File: config.mk
export PLATFORM = sky130hd
export DESIGN_NAME = fpq_ctrl
export DESIGN_NICKNAME = d
export VERILOG_FILES = /design/src/rtl/fpq_pkg.sv /design/src/rtl/fpq_datapath.sv /design/src/rtl/fpq_control.sv /design/src/rtl/fpq_ctrl.sv
export SDC_FILE = /design/constraint.sdc
export NUM_CORES = 1
export LEC_CHECK = 0
export BUFFER_PORTS_ARGS = -buffer_cell sky130_fd_sc_hd__buf_2
export CORE_MARGIN = 2
export CORE_UTILIZATION = 50
export CTS_CLUSTER_SIZE = 10
export DETAILED_ROUTE_END_ITERATION = 7
export GPL_ROUTABILITY_DRIVEN = 0
export PLACE_DENSITY = 0.71
export SKIP_CTS_REPAIR_TIMING = 1
export SYNTH_ARGS = -nofsm -noshare
export SYNTH_HDL_FRONTEND = slang
export SYNTH_HIERARCHICAL = 1
export SYNTH_SLANG_ARGS = --single-unit
export TNS_END_PERCENT = 50
File: constraint.sdc
create_clock -name clk -period 17.2 [get_ports clk]
set_input_delay 1.72 -clock clk [delete_from_list [all_inputs] [get_ports clk]]
set_output_delay 1.72 -clock clk [all_outputs]
set_load 0.01 [all_outputs]
File: src/rtl/fpq_pkg.sv
package fpq_pkg;
  parameter int QDEPTH  = 4;
  parameter int INSTR_W = 32;
  parameter int ADDR_W  = 32;
  parameter int REG_W   = 5;
  localparam int PTR_W  = (QDEPTH > 1) ? $clog2(QDEPTH) : 1;
  localparam int CNT_W  = $clog2(QDEPTH + 1);

  typedef enum logic {UNIT_ADD = 1'b0, UNIT_MUL = 1'b1} unit_e;

  // strobes from control to datapath
  typedef struct packed {
    logic             wrEn;
    logic [PTR_W-1:0] wrPtr;
    logic [PTR_W-1:0] dispPtr;
    logic [PTR_W-1:0] headPtr;
  } dpCmd_t;
endpackage

File: src/rtl/fpq_datapath.sv
module fpq_datapath
  import fpq_pkg::*;
(
  input  logic               clk,
  input  dpCmd_t             cmd,
  input  logic [INSTR_W-1:0] wrInstr,
  input  logic [ADDR_W-1:0]  wrAddr,
  input  logic               wrUnit,
  input  logic [REG_W-1:0]   wrDst,
  input  logic [REG_W-1:0]   cmpReg,
  output logic [INSTR_W-1:0] dispInstr,
  output logic [ADDR_W-1:0]  dispAddr,
  output logic               dispUnit,
  output logic               headUnit,
  output logic [ADDR_W-1:0]  headAddr,
  output logic [QDEPTH-1:0]  dstMatch
);
  logic [INSTR_W-1:0] instrMem [QDEPTH];
  logic [ADDR_W-1:0]  addrMem  [QDEPTH];
  logic               unitMem  [QDEPTH];
  logic [REG_W-1:0]   dstMem   [QDEPTH];

  always_ff @(posedge clk) begin
    if (cmd.wrEn) begin
      instrMem[cmd.wrPtr] <= wrInstr;
      addrMem[cmd.wrPtr]  <= wrAddr;
      unitMem[cmd.wrPtr]  <= wrUnit;
      dstMem[cmd.wrPtr]   <= wrDst;
    end
  end

  assign dispInstr = instrMem[cmd.dispPtr];
  assign dispAddr  = addrMem[cmd.dispPtr];
  assign dispUnit  = unitMem[cmd.dispPtr];
  assign headUnit  = unitMem[cmd.headPtr];
  assign headAddr  = addrMem[cmd.headPtr];

  for (genvar i = 0; i < QDEPTH; i++) begin : g_cmp
    assign dstMatch[i] = (dstMem[i] == cmpReg);
  end
endmodule

File: src/rtl/fpq_control.sv
module fpq_control
  import fpq_pkg::*;
(
  input  logic              clk,
  input  logic              rstN,
  input  logic              opValid,
  input  logic              evValid,
  input  logic              evUsesReg,
  input  logic              addDone,
  input  logic              addExc,
  input  logic              mulDone,
  input  logic              mulExc,
  input  logic              headUnit,
  input  logic [ADDR_W-1:0] headAddr,
  input  logic [QDEPTH-1:0] dstMatch,
  output dpCmd_t            cmd,
  output logic              stall,
  output logic              dispValid,
  output logic              excReport,
  output logic [ADDR_W-1:0] excAddr,
  output logic [CNT_W-1:0]  qCount
);
  logic [CNT_W-1:0]  cnt, inFlight;
  logic [PTR_W-1:0]  headPtr;
  logic              excPend;
  logic [ADDR_W-1:0] excAddrQ;
  logic [QDEPTH-1:0] live;
  logic full, depHit, accept, enq, retire, headExcSel, newExc;

  function automatic logic [PTR_W-1:0] wrapAdd(input logic [PTR_W-1:0] p,
                                               input logic [CNT_W-1:0] n);
    int s;
    s = int'(p) + int'(n);
    if (s >= QDEPTH) s = s - QDEPTH;
    return PTR_W'(s);
  endfunction

  always_comb begin
    for (int i = 0; i < QDEPTH; i++) begin
      int off;
      off = i - int'(headPtr);
      if (off < 0) off = off + QDEPTH;
      live[i] = (off < int'(cnt));
    end
  end

  assign full       = (cnt == CNT_W'(QDEPTH));
  assign depHit     = evValid && evUsesReg && |(live & dstMatch);
  assign stall      = (opValid && full) || depHit;
  assign accept     = (opValid || evValid) && !stall;
  assign excReport  = excPend && accept;
  assign enq        = opValid && !stall && !excPend;
  assign dispValid  = (cnt != inFlight) && !excPend;
  assign retire     = (inFlight != '0) && ((headUnit == UNIT_MUL) ? mulDone : addDone);
  assign headExcSel = (headUnit == UNIT_MUL) ? mulExc : addExc;
  assign newExc     = retire && headExcSel && (!excPend || excReport);

  assign cmd.wrEn    = enq;
  assign cmd.wrPtr   = wrapAdd(headPtr, cnt);
  assign cmd.dispPtr = wrapAdd(headPtr, inFlight);
  assign cmd.headPtr = headPtr;

  assign excAddr = excAddrQ;
  assign qCount  = cnt;

  always_ff @(posedge clk) begin
    if (!rstN) begin
      cnt      <= '0;
      inFlight <= '0;
      headPtr  <= '0;
      excPend  <= 1'b0;
      excAddrQ <= '0;
    end else begin
      cnt      <= cnt + CNT_W'(enq) - CNT_W'(retire);
      inFlight <= inFlight + CNT_W'(dispValid) - CNT_W'(retire);
      if (retire) headPtr <= wrapAdd(headPtr, CNT_W'(1));
      excPend  <= (excPend && !excReport) || newExc;
      if (newExc) excAddrQ <= headAddr;
    end
  end
endmodule

File: src/rtl/fpq_ctrl.sv
module fpq_ctrl
  import fpq_pkg::*;
(
  input  logic               clk,
  input  logic               rstN,
  input  logic               opValid,
  input  logic [INSTR_W-1:0] opInstr,
  input  logic [ADDR_W-1:0]  opAddr,
  input  logic               opUnit,
  input  logic [REG_W-1:0]   opDst,
  input  logic               evValid,
  input  logic               evUsesReg,
  input  logic [REG_W-1:0]   evReg,
  output logic               stall,
  output logic               dispValid,
  output logic               dispUnit,
  output logic [INSTR_W-1:0] dispInstr,
  output logic [ADDR_W-1:0]  dispAddr,
  input  logic               addDone,
  input  logic               addExc,
  input  logic               mulDone,
  input  logic               mulExc,
  output logic               excReport,
  output logic [ADDR_W-1:0]  excAddr,
  output logic [CNT_W-1:0]   qCount
);
  dpCmd_t            cmd;
  logic              headUnit;
  logic [ADDR_W-1:0] headAddr;
  logic [QDEPTH-1:0] dstMatch;

  fpq_control u_ctrl (
    .clk(clk), .rstN(rstN), .opValid(opValid), .evValid(evValid),
    .evUsesReg(evUsesReg), .addDone(addDone), .addExc(addExc),
    .mulDone(mulDone), .mulExc(mulExc), .headUnit(headUnit),
    .headAddr(headAddr), .dstMatch(dstMatch), .cmd(cmd), .stall(stall),
    .dispValid(dispValid), .excReport(excReport), .excAddr(excAddr),
    .qCount(qCount)
  );

  fpq_datapath u_dp (
    .clk(clk), .cmd(cmd), .wrInstr(opInstr), .wrAddr(opAddr),
    .wrUnit(opUnit), .wrDst(opDst), .cmpReg(evReg),
    .dispInstr(dispInstr), .dispAddr(dispAddr), .dispUnit(dispUnit),
    .headUnit(headUnit), .headAddr(headAddr), .dstMatch(dstMatch)
  );
endmodule

======== After elaboration in Yosys (flattened, before gate mapping) ========
Memories as Yosys holds them, arrays and structs flattened. A register that Yosys moved wholly into a read port is not among the register bits.
Index checks and enable logic that the tools add are counted.
cells by class
  mux-type cells .......................... 13
  div/mod/pow operators ................... 0
  multipliers ............................. 0
  add/subtract/negate cells ............... 18
  shift-type cells ........................ 0
  bitwise logic cells ..................... 1
  eq/ne operators ......................... 6
  $lt $le $gt $ge ......................... 11
  reductions and logical operators ........ 22
operators by type and width
  kind                                                                                 number
  32-bit by 4-bit adder with 32-bit output, second input constant                      4
  32-bit by 1-bit < comparator with 1-bit output, second input constant                4
  32-bit by 4-bit < comparator with 1-bit output                                       4
  32-bit 2-to-1 mux                                                                    4
  5-bit equality test                                                                  4
  1-bit logical AND                                                                    12
  2-bit 2-to-1 mux                                                                     5
  2-bit by 3-bit adder with 4-bit output                                               2
  4-bit by 3-bit greater-or-equal comparator with 1-bit output, second input constant  2
  3-bit by 1-bit adder with 3-bit output                                               2
  1-bit by 2-bit subtractor with 3-bit output, first input constant                    2
  2-bit by 1-bit subtractor with 2-bit output, second input constant                   3
  2-bit by 2-bit subtractor with 3-bit output, first input constant                    2
  3-bit by 1-bit subtractor with 3-bit output                                          2
  4-bit AND                                                                            1
  1-bit logical NOT                                                                    4
  1-bit logical OR                                                                     4
  1-bit 2-to-1 mux                                                                     4
  4-bit OR reduction                                                                   1
  2-bit by 1-bit adder with 3-bit output, second input constant                        1
  3-bit equality test, second input constant                                           1
  3-bit greater-or-equal comparator, second input constant                             1
  3-bit != test                                                                        1
  3-bit nonzero test                                                                   1
word-level totals
  bits of input ports ..................... 84
  output and inout port bits .............. 103
  ROM bits ................................ 0
  bits in registers ....................... 9
  bits in latches ......................... 0
  logic and storage cells ................. 79
  memories kept ........................... 4
  bits in writable memories ............... 280
memories
  name           depth  bits a word  rd ports  clocked after memory_dff  wr ports  RTL line            text
  u_dp.addrMem   4      32           2         1                         1         fpq_datapath.sv:19  logic [ADDR_W-1:0] addrMem [QDEPTH];
  u_dp.instrMem  4      32           1         0                         1         fpq_datapath.sv:18  logic [INSTR_W-1:0] instrMem [QDEPTH];
  u_dp.dstMem    4      5            4         0                         1         fpq_datapath.sv:21  logic [REG_W-1:0] dstMem [QDEPTH];
  u_dp.unitMem   4      1            2         1                         1         fpq_datapath.sv:20  logic unitMem [QDEPTH];

======== Longest topological paths before layout ========
Gate-level depths: netlist (run 1).
  depth in word-level cells ............... 14
  gate-level depth with buffers ........... 16
  gate-level depth less buffers ........... 15

======== Hierarchy ========
The synthesis (run 1) kept the hierarchy.
by module, submodules not included
  module        area an instance (um2)  cells an instance  instances
  fpq_datapath  11114.4                 435                1
  fpq_control   2710.1                  346                1

======== Least setup slack after synthesis (run 1) ========
Ideal clock, no wire load.
  kind .................................... in2reg
  start ................................... input evReg[1]
  end ..................................... memory u_dp.addrMem[0][0] (enable)
  required time ........................... 16.601 ns
  setup time .............................. 0.599 ns
  path slack .............................. 8.413 ns
  arrival ................................. 8.188 ns
  path buffers ............................ 2
  stages .................................. 11
  cells stage by stage .................... clkbuf_1 xnor2_1 nand3_1 nor3_1 o21ai_0 o21ai_1 nor3_1 o21ai_0 nor3b_1 buf_4 nor3b_1
on the way
  longest elaborated chain between the ends .. 10
  elaborated cells on any way between the ends .. 13
RTL lines
  what                                    RTL line            text
  from (decl)                             fpq_ctrl.sv:13      input logic [REG_W-1:0] evReg,
  5-bit equality test                     fpq_datapath.sv:39  assign dstMatch[i] = (dstMem[i] == cmpReg);
  via dstMatch[1]                         fpq_ctrl.sv:30      logic [QDEPTH-1:0] dstMatch;
  4-bit AND                               fpq_control.sv:48   assign depHit = evValid && evUsesReg && |(live & dstMatch);
  4-bit OR reduction                      fpq_control.sv:48
  1-bit logical AND                       fpq_control.sv:48
  1-bit logical OR                        fpq_control.sv:49   assign stall = (opValid && full) || depHit;
  via stall                               fpq_ctrl.sv:14      output logic stall,
  1-bit logical NOT                       fpq_control.sv:52   assign enq = opValid && !stall && !excPend;
  1-bit logical AND (2 in series)         fpq_control.sv:52
  via u_ctrl.enq                          fpq_control.sv:28   logic full, depHit, accept, enq, retire, headExcSel, newExc;
  1-bit 2-to-1 mux                        fpq_datapath.sv:24  if (cmd.wrEn) begin
  1-bit 2-to-1 mux (implied by the code)  fpq_datapath.sv:26  addrMem[cmd.wrPtr] <= wrAddr;
  to (decl)                               fpq_datapath.sv:19
The timed path passes the listed nets, and every way through them passes these cells.

======== Final worst setup path (run 1) ========
  start ................................... input evReg[1]
  end ..................................... output excReport
on the way
  longest elaborated chain between the ends .. 8
  elaborated cells on any way between the ends .. 11
RTL lines
  what                 RTL line            text
  5-bit equality test  fpq_datapath.sv:39
  via dstMatch[3]      fpq_ctrl.sv:30
  4-bit AND            fpq_control.sv:48
  4-bit OR reduction   fpq_control.sv:48
  1-bit logical AND    fpq_control.sv:48
  1-bit logical OR     fpq_control.sv:49
  1-bit logical NOT    fpq_control.sv:50   assign accept = (opValid || evValid) && !stall;
  1-bit logical AND    fpq_control.sv:50
  1-bit logical AND    fpq_control.sv:51   assign excReport = excPend && accept;
  to (decl)            fpq_ctrl.sv:23      output logic excReport,
The timed path passes the listed nets, and every way through them passes these cells.

==> flow_summary.yaml, run 1 <==
power_and_ir_drop:
  ir_drop_mv: 0.127
  cellPowerDensity_mw_per_mm2: 200
  p_leak_uw: 0.00560
sta:
  worst_slew_pin_slew_ns: 1.15
  finClkSkew_ns: 0.00981
  period_share: 0.303
  final_hold_viol_count: 0
  relSlewSlack: 0.233
  rsz0062_at_grt: "no"
  fin_setup_tns_ns: 0
  slew_viol_final: 0
  setup_viol: 0
  period_needed_ns: 5.21
  max_freq_mhz: 192
min_path:
  hold_class: "register to register"
clocking:
  cts_max_level: 2
  clock_sinks: 321
  cts_buffers: 38
  root_buffer: "clkbuf_16"
  tritoncts: "done"
  clock_latency_ns: 0.51
  clkTransAtPathRegs_ns: 0.05
  clock_path_buffers: 3
placed_design:
  placed_area_sq_mm: 0.0149
  io_buffers: 186
  hpwl_um: 17100
floorplan:
  initial_core_util: 0.512
  coreArea_sq_mm: 0.0270
  die_area_sq_mm: 0.0290
  die_h_um: 170
  rows: 60
  io-pin-count: 187
  fp.dieW_um: 170
critical_path:
  cp_num_buf_inv: 3
  criticalPathCategory: "input port to output pin"
  critPathRequiredTime_ns: 15.48
  cp-end-kind: "output pin"
  slowest_stage: "o21ai_0"
  arrival_ns: 3.49
  startpoint_type: "input port"
  max_stage_delay_ns: 0.40
  path_cells: "buf_2 > xnor2_1 > nand3_1 > nor3_1 > inv_1 > o221ai_1 > nor3_1 > o21ai_0 > nor3b_1 > buf_2"
  critical_path.top_delay_family: "compound AO/OA/AOI/OAI gates"
  crit_fanout: 4
logic_synthesis:
  ys_warn_count: 6
  synth_area_sq_mm: 0.0138
  syn-num-nets: 878
  synth-adder-area-share: 0.0139
  synth_top_family_by_area: "multiplexers"
  synth_xor_area_frac: 0.0203
  yosys.area_share.simple: 0.0526
  ys_ff_latch: 321
  yosys-mux-area-fraction: 0.163
  synth_compound_area_frac: 0.0472
  syn_inst: 781
  synth_cell_types: 39
  avgSynthCellArea_sq_um: 17.7
  ys_seq_area_frac: 0.668
grt:
  antenna_found_initial: 4
  grt_max_degree: 106
  grt_usage: 0.204
  grt_pass1_wl_um: 44800
  grt_overflow: 0
  first_global_vias: 7936
final_layout:
  final_cell_area_sq_mm: 0.0161
  drive_above_1_share: 0.347
  layout_commonest_cell: "edfxtp_1"
  final_cell_mix: "edfxtp_1 (280), buf_2 (185), nand2_1 (100)"
  area_growth_pct: 16.1
  fin_nets: 1057
  post-route-util: 0.594
status:
  run_status: "complete, no violations"
detailed_routing:
  drt-wirelength-per-cell_um: 21.9
  drt_iter0_markers: 774
  antenna_left: 0
  dr_total_vias: 7826
  drcViolationCount: 0
  wl_um: 29200
  first_pass_iters: 5
  via_per_inst: 5.87
flow_run:
  maxCapViolCount: 0
==> final timing paths <==
kind                                                      from                              to  slack [ns]  cells after the start
worst max-delay path                                  evReg[1]                       excReport       11.99                     10
worst min-delay path            u_ctrl/excAddr[5]$_SDFFE_PN0P_  u_ctrl/excAddr[5]$_SDFFE_PN0P_        0.51                      2
worst max register to register  u_ctrl/headPtr[0]$_SDFFE_PN0P_  u_dp/instrMem[2][25]$_DFFE_PP_       12.55                     12
worst min register to register  u_ctrl/excAddr[5]$_SDFFE_PN0P_  u_ctrl/excAddr[5]$_SDFFE_PN0P_        0.51                      2
==> through the flow <==
| stage | total power (uW) | std cells | hold WS [ns] | setup slack [ns] |
|---|---|---|---|---|
| final | 3210 | 1334 | 0.513 | 11.99 |
| after floorplan | 2130 | 781 | 0.552 | 8.41 |
| after global routing | 3390 | 1332 | 0.551 | 11.80 |
| after CTS | 3250 | 1331 | 0.514 | 12.01 |
| after detailed placement | 2510 | 1261 | 0.500 | 11.88 |
| after global placement | 2500 | 1261 | 0.486 | 11.94 |
==> cell type report <==
type / count / area (sq um)
tap: 341 / 427
clock inverter: 2 / 32.5
multi-input combinational: 386 / 4160
fill: 2057 / 11000
timing repair buffer: 198 / 1020
inverter: 15 / 56.3
clock buffer: 68 / 1120
antenna: 3 / 7.51
sequential: 321 / 9230
==> cell usage after synthesis <==
| library cell | n | area share |
|---|---|---|
| a31o_1 | 1 | 0.00063 |
| or2_1 | 1 | 0.00045 |
| a31oi_1 | 1 | 0.00045 |
| dfxtp_1 | 41 | 0.059 |
| nor3b_1 | 3 | 0.0016 |
| fa_1 | 4 | 0.0058 |
| a32oi_1 | 32 | 0.020 |
| nor3_1 | 8 | 0.0029 |
| or3b_1 | 1 | 0.00063 |
| clkbuf_1 | 20 | 0.0054 |
| nand2b_1 | 1 | 0.00045 |
| buf_2 | 19 | 0.0069 |
| and3_1 | 1 | 0.00045 |
| mux4_2 | 90 | 0.15 |
| nand3_1 | 5 | 0.0018 |
| nand3b_1 | 1 | 0.00054 |
| o32a_1 | 32 | 0.023 |
| edfxtp_1 | 280 | 0.61 |
| o221ai_1 | 1 | 0.00063 |
| nand4bb_1 | 1 | 0.00081 |
| buf_12 | 5 | 0.0072 |
| mux2_1 | 1 | 0.00081 |
| mux4_1 | 8 | 0.015 |
| o21ai_0 | 3 | 0.0011 |
| xor2_1 | 9 | 0.0057 |
| and2_1 | 8 | 0.0036 |
| nor3b_2 | 1 | 0.00090 |
| buf_6 | 12 | 0.0098 |
| inv_1 | 15 | 0.0041 |
| o311ai_1 | 1 | 0.00063 |
| nand2_1 | 100 | 0.027 |
| and3b_1 | 1 | 0.00063 |
| nor2b_1 | 3 | 0.0014 |
| o21ai_1 | 1 | 0.00036 |
| buf_4 | 3 | 0.0016 |
| xnor2_1 | 23 | 0.015 |
| ha_1 | 9 | 0.0081 |
| mux2i_1 | 1 | 0.00072 |
| nor2_1 | 34 | 0.0092 |
==> where the power goes <==
part | switching (uW) | internal, uW | total (uW) | leakage, uW
clock | 291 | 438 | 729 | 0.000546
combinational | 705 | 586 | 1290 | 0.00216
sequential | 86.3 | 1100 | 1190 | 0.00290
==> per-layer routing <==
metal / GRT usage / up-vias / routed length, um
met4: 0.0557 / 4 / 544
met2: 0.338 / 284 / 14300
met3: 0.0426 / 49 / 2030
met5: 0 / - / 27
met1: 0.276 / 3976 / 12300
li1: - / 3513 / -
==> sequential cells by signal (all words and copies together) (netlist names) <==
| name | cells |
|---|---|
| u_ctrl/excAddr | 32 |
| u_ctrl/excPend | 1 |
| u_ctrl/headPtr | 2 |
| u_ctrl/inFlight | 3 |
| u_ctrl/qCount | 3 |
| u_dp/addrMem | 128 |
| u_dp/dstMem | 20 |
| u_dp/instrMem | 128 |
| u_dp/unitMem | 4 |
==> worst register-to-register path, cell delays in order, from the launching register on <==
cell     delay [ns]
dfxtp_2        0.35
buf_4          0.61
xnor2_1        0.23
inv_1          0.07
ha_1           0.26
nor3b_2        0.20
nor3_1         0.08
nor3_1         0.12
o21ai_0        0.20
nor3b_1        0.43
nand2_1        0.16
nor2_4         0.87
buf_4          0.66
==> cell families after synthesis <==
family | after synthesis
buf+inv | 74
flops | 321
xor+xnor | 32
mux | 100
compound gates | 72
fa+ha+maj | 13
simple gates | 169
No activity file was read; power rests on OpenSTA's default activity.
==> run 2: changes to the inputs <==
==> constraint.sdc (replaced) <==
create_clock -name clk -period 5.14 [get_ports clk]
set_input_delay 0.514 -clock clk [delete_from_list [all_inputs] [get_ports clk]]
set_output_delay 0.514 -clock clk [all_outputs]
set_load 0.01 [all_outputs]
==> run 2 against run 1 <==
- clock-buffer cell count fell by 6
- clock power rose to 3.3 times the previous value
- critical path depth is the same
- die area unchanged
- via count decreased by 1.4%
- final cell count fell by 0.22%
==> flow_summary.yaml, run 2 (synthesis results as in run 1) <==
status:
  run_status: "complete, no violations"
critical_path:
  cpMostUsedCell: "nor3_1"
  crit_fanout: 37
  max_stage_delay_ns: 0.73
  criticalPathCategory: "register to register"
  slowest_stage: "and3b_4"
  arrival_ns: 3.80
  cp-end-kind: "register"
  critPathRequiredTime_ns: 5.34
  path_cells: "xnor2_1 > inv_1 > ha_1 > nor3b_2 > nor3_1 > nor3_1 > o21ai_0 > nor3b_1 > and3b_4 > buf_12"
  startpoint_type: "register"
final_layout:
  fin_nets: 1059
  layout_commonest_cell: "edfxtp_1"
  final_cell_area_sq_mm: 0.0161
  multi_input_area_sq_mm: 0.00416
  fillers: 2028
  regArea_sq_mm: 0.00923
  drive_above_1_share: 0.347
  area_growth_pct: 16.2
  final_cell_mix: "edfxtp_1 (280), buf_2 (185), nand2_1 (100)"
detailed_routing:
  first_pass_iters: 6
  drt_iter0_markers: 554
  drcViolationCount: 0
  wl_um: 29100
  via_per_inst: 5.79
  drt-wirelength-per-cell_um: 21.9
  dr_total_vias: 7713
  antenna_left: 0
clocking:
  clock_latency_ns: 0.52
  clkTransAtPathRegs_ns: 0.06
  cts_max_level: 2
  cts_buffers: 38
  clock_sinks: 321
  tritoncts: "done"
  root_buffer: "clkbuf_16"
  clock_path_buffers: 3
sta:
  max_freq_mhz: 278
  worst_slew_pin_slew_ns: 1.03
  setup_viol: 0
  slew_viol_final: 0
  rsz0062_at_grt: "no"
  relSlewSlack: 0.310
  holdWs_ns: 0.206
  period_needed_ns: 3.60
  period_share: 0.700
  finClkSkew_ns: 0.00983
  final_hold_viol_count: 0
grt:
  grt_overflow: 0
  grtUsageMet3: 0.0595
  grt_max_degree: 106
  grt_pass1_wl_um: 45000
  use_met2: 0.336
  grt_usage: 0.205
  grt-busiest-layer: "met2"
  first_global_vias: 7851
  use_met1: 0.273
  antenna_found_initial: 6
floorplan:
  rows: 60
  initial_core_util: 0.512
  coreArea_sq_mm: 0.0270
  io-pin-count: 187
  die_h_um: 170
  die_area_sq_mm: 0.0290
  fp.dieW_um: 170
flow_run:
  maxCapViolCount: 0
placed_design:
  io_buffers: 186
  hpwl_um: 17600
  placed_area_sq_mm: 0.0150
min_path:
  hold_class: "input port to register"
power_and_ir_drop:
  finalPower_uw: 10700
  ir_drop_mv: 0.397
  cellPowerDensity_mw_per_mm2: 668
  p_leak_uw: 0.00560
[run 2: cell count changes in the layout (fill, tap and decap cells not counted), sizes merged]
cell and delta:
buf +2, clkbuf -6, inv +2, clkinv -1
[run 2: power by group]
part	total [uW]	internal [uW]	switching, uW
logic	4360	2000	2350
clock network	2380	1410	971
registers	3990	3680	316
total	10700	7090	3640
[run 2: critical path: cells and delay by family (launching register included)]
kind                       cells  cell delay (ns)
and+or+nand+nor                5             1.57
DFF                            1             0.66
buffers and inverters          2             0.40
adders and majority gates      1             0.27
xor gates and xnor gates       1             0.21
AOI/OAI and AO/OA              1             0.16
[run 2: layout make-up]
cell class,count,area share
flip-flops and latches,321,0.574
multi-input cells,386,0.259
repair buffers,200,0.0677
clock buffers,62,0.0661
well taps,341,0.0266
inverters,15,0.00350
clock inverters,3,0.00202
diodes,3,0.000467
[run 2: final timing paths]
check / slack, ns / endpoint / cells after the start / start
min: 0.21 / u_dp/addrMem[0][29]$_DFFE_PP_ / 1 / opAddr[29]
max reg2reg: 1.54 / u_dp/instrMem[1][18]$_DFFE_PP_ / 10 / u_ctrl/headPtr[0]$_SDFFE_PN0P_
min reg2reg: 0.51 / u_ctrl/excAddr[26]$_SDFFE_PN0P_ / 2 / u_ctrl/excAddr[26]$_SDFFE_PN0P_
max: 1.54 / u_dp/instrMem[1][18]$_DFFE_PP_ / 10 / u_ctrl/headPtr[0]$_SDFFE_PN0P_
[run 2: layer usage]
layer  routed length, um  vias up
met1               12100     3869
met5                  38        -
li1                    -     3503
met4                 546        6
met2               13900      286
met3                2610       49
[run 2: metrics by stage]
stage	worst slack [ns]	instances	utilization	TNS, ns
finish	1.54	1331	0.595	0
detailed placement	1.52	1263	0.554	0
global route	1.21	1328	0.594	0
global placement	1.57	1263	0.554	0
floorplan	-0.235	781	-	-16.42
CTS	1.49	1328	0.594	0
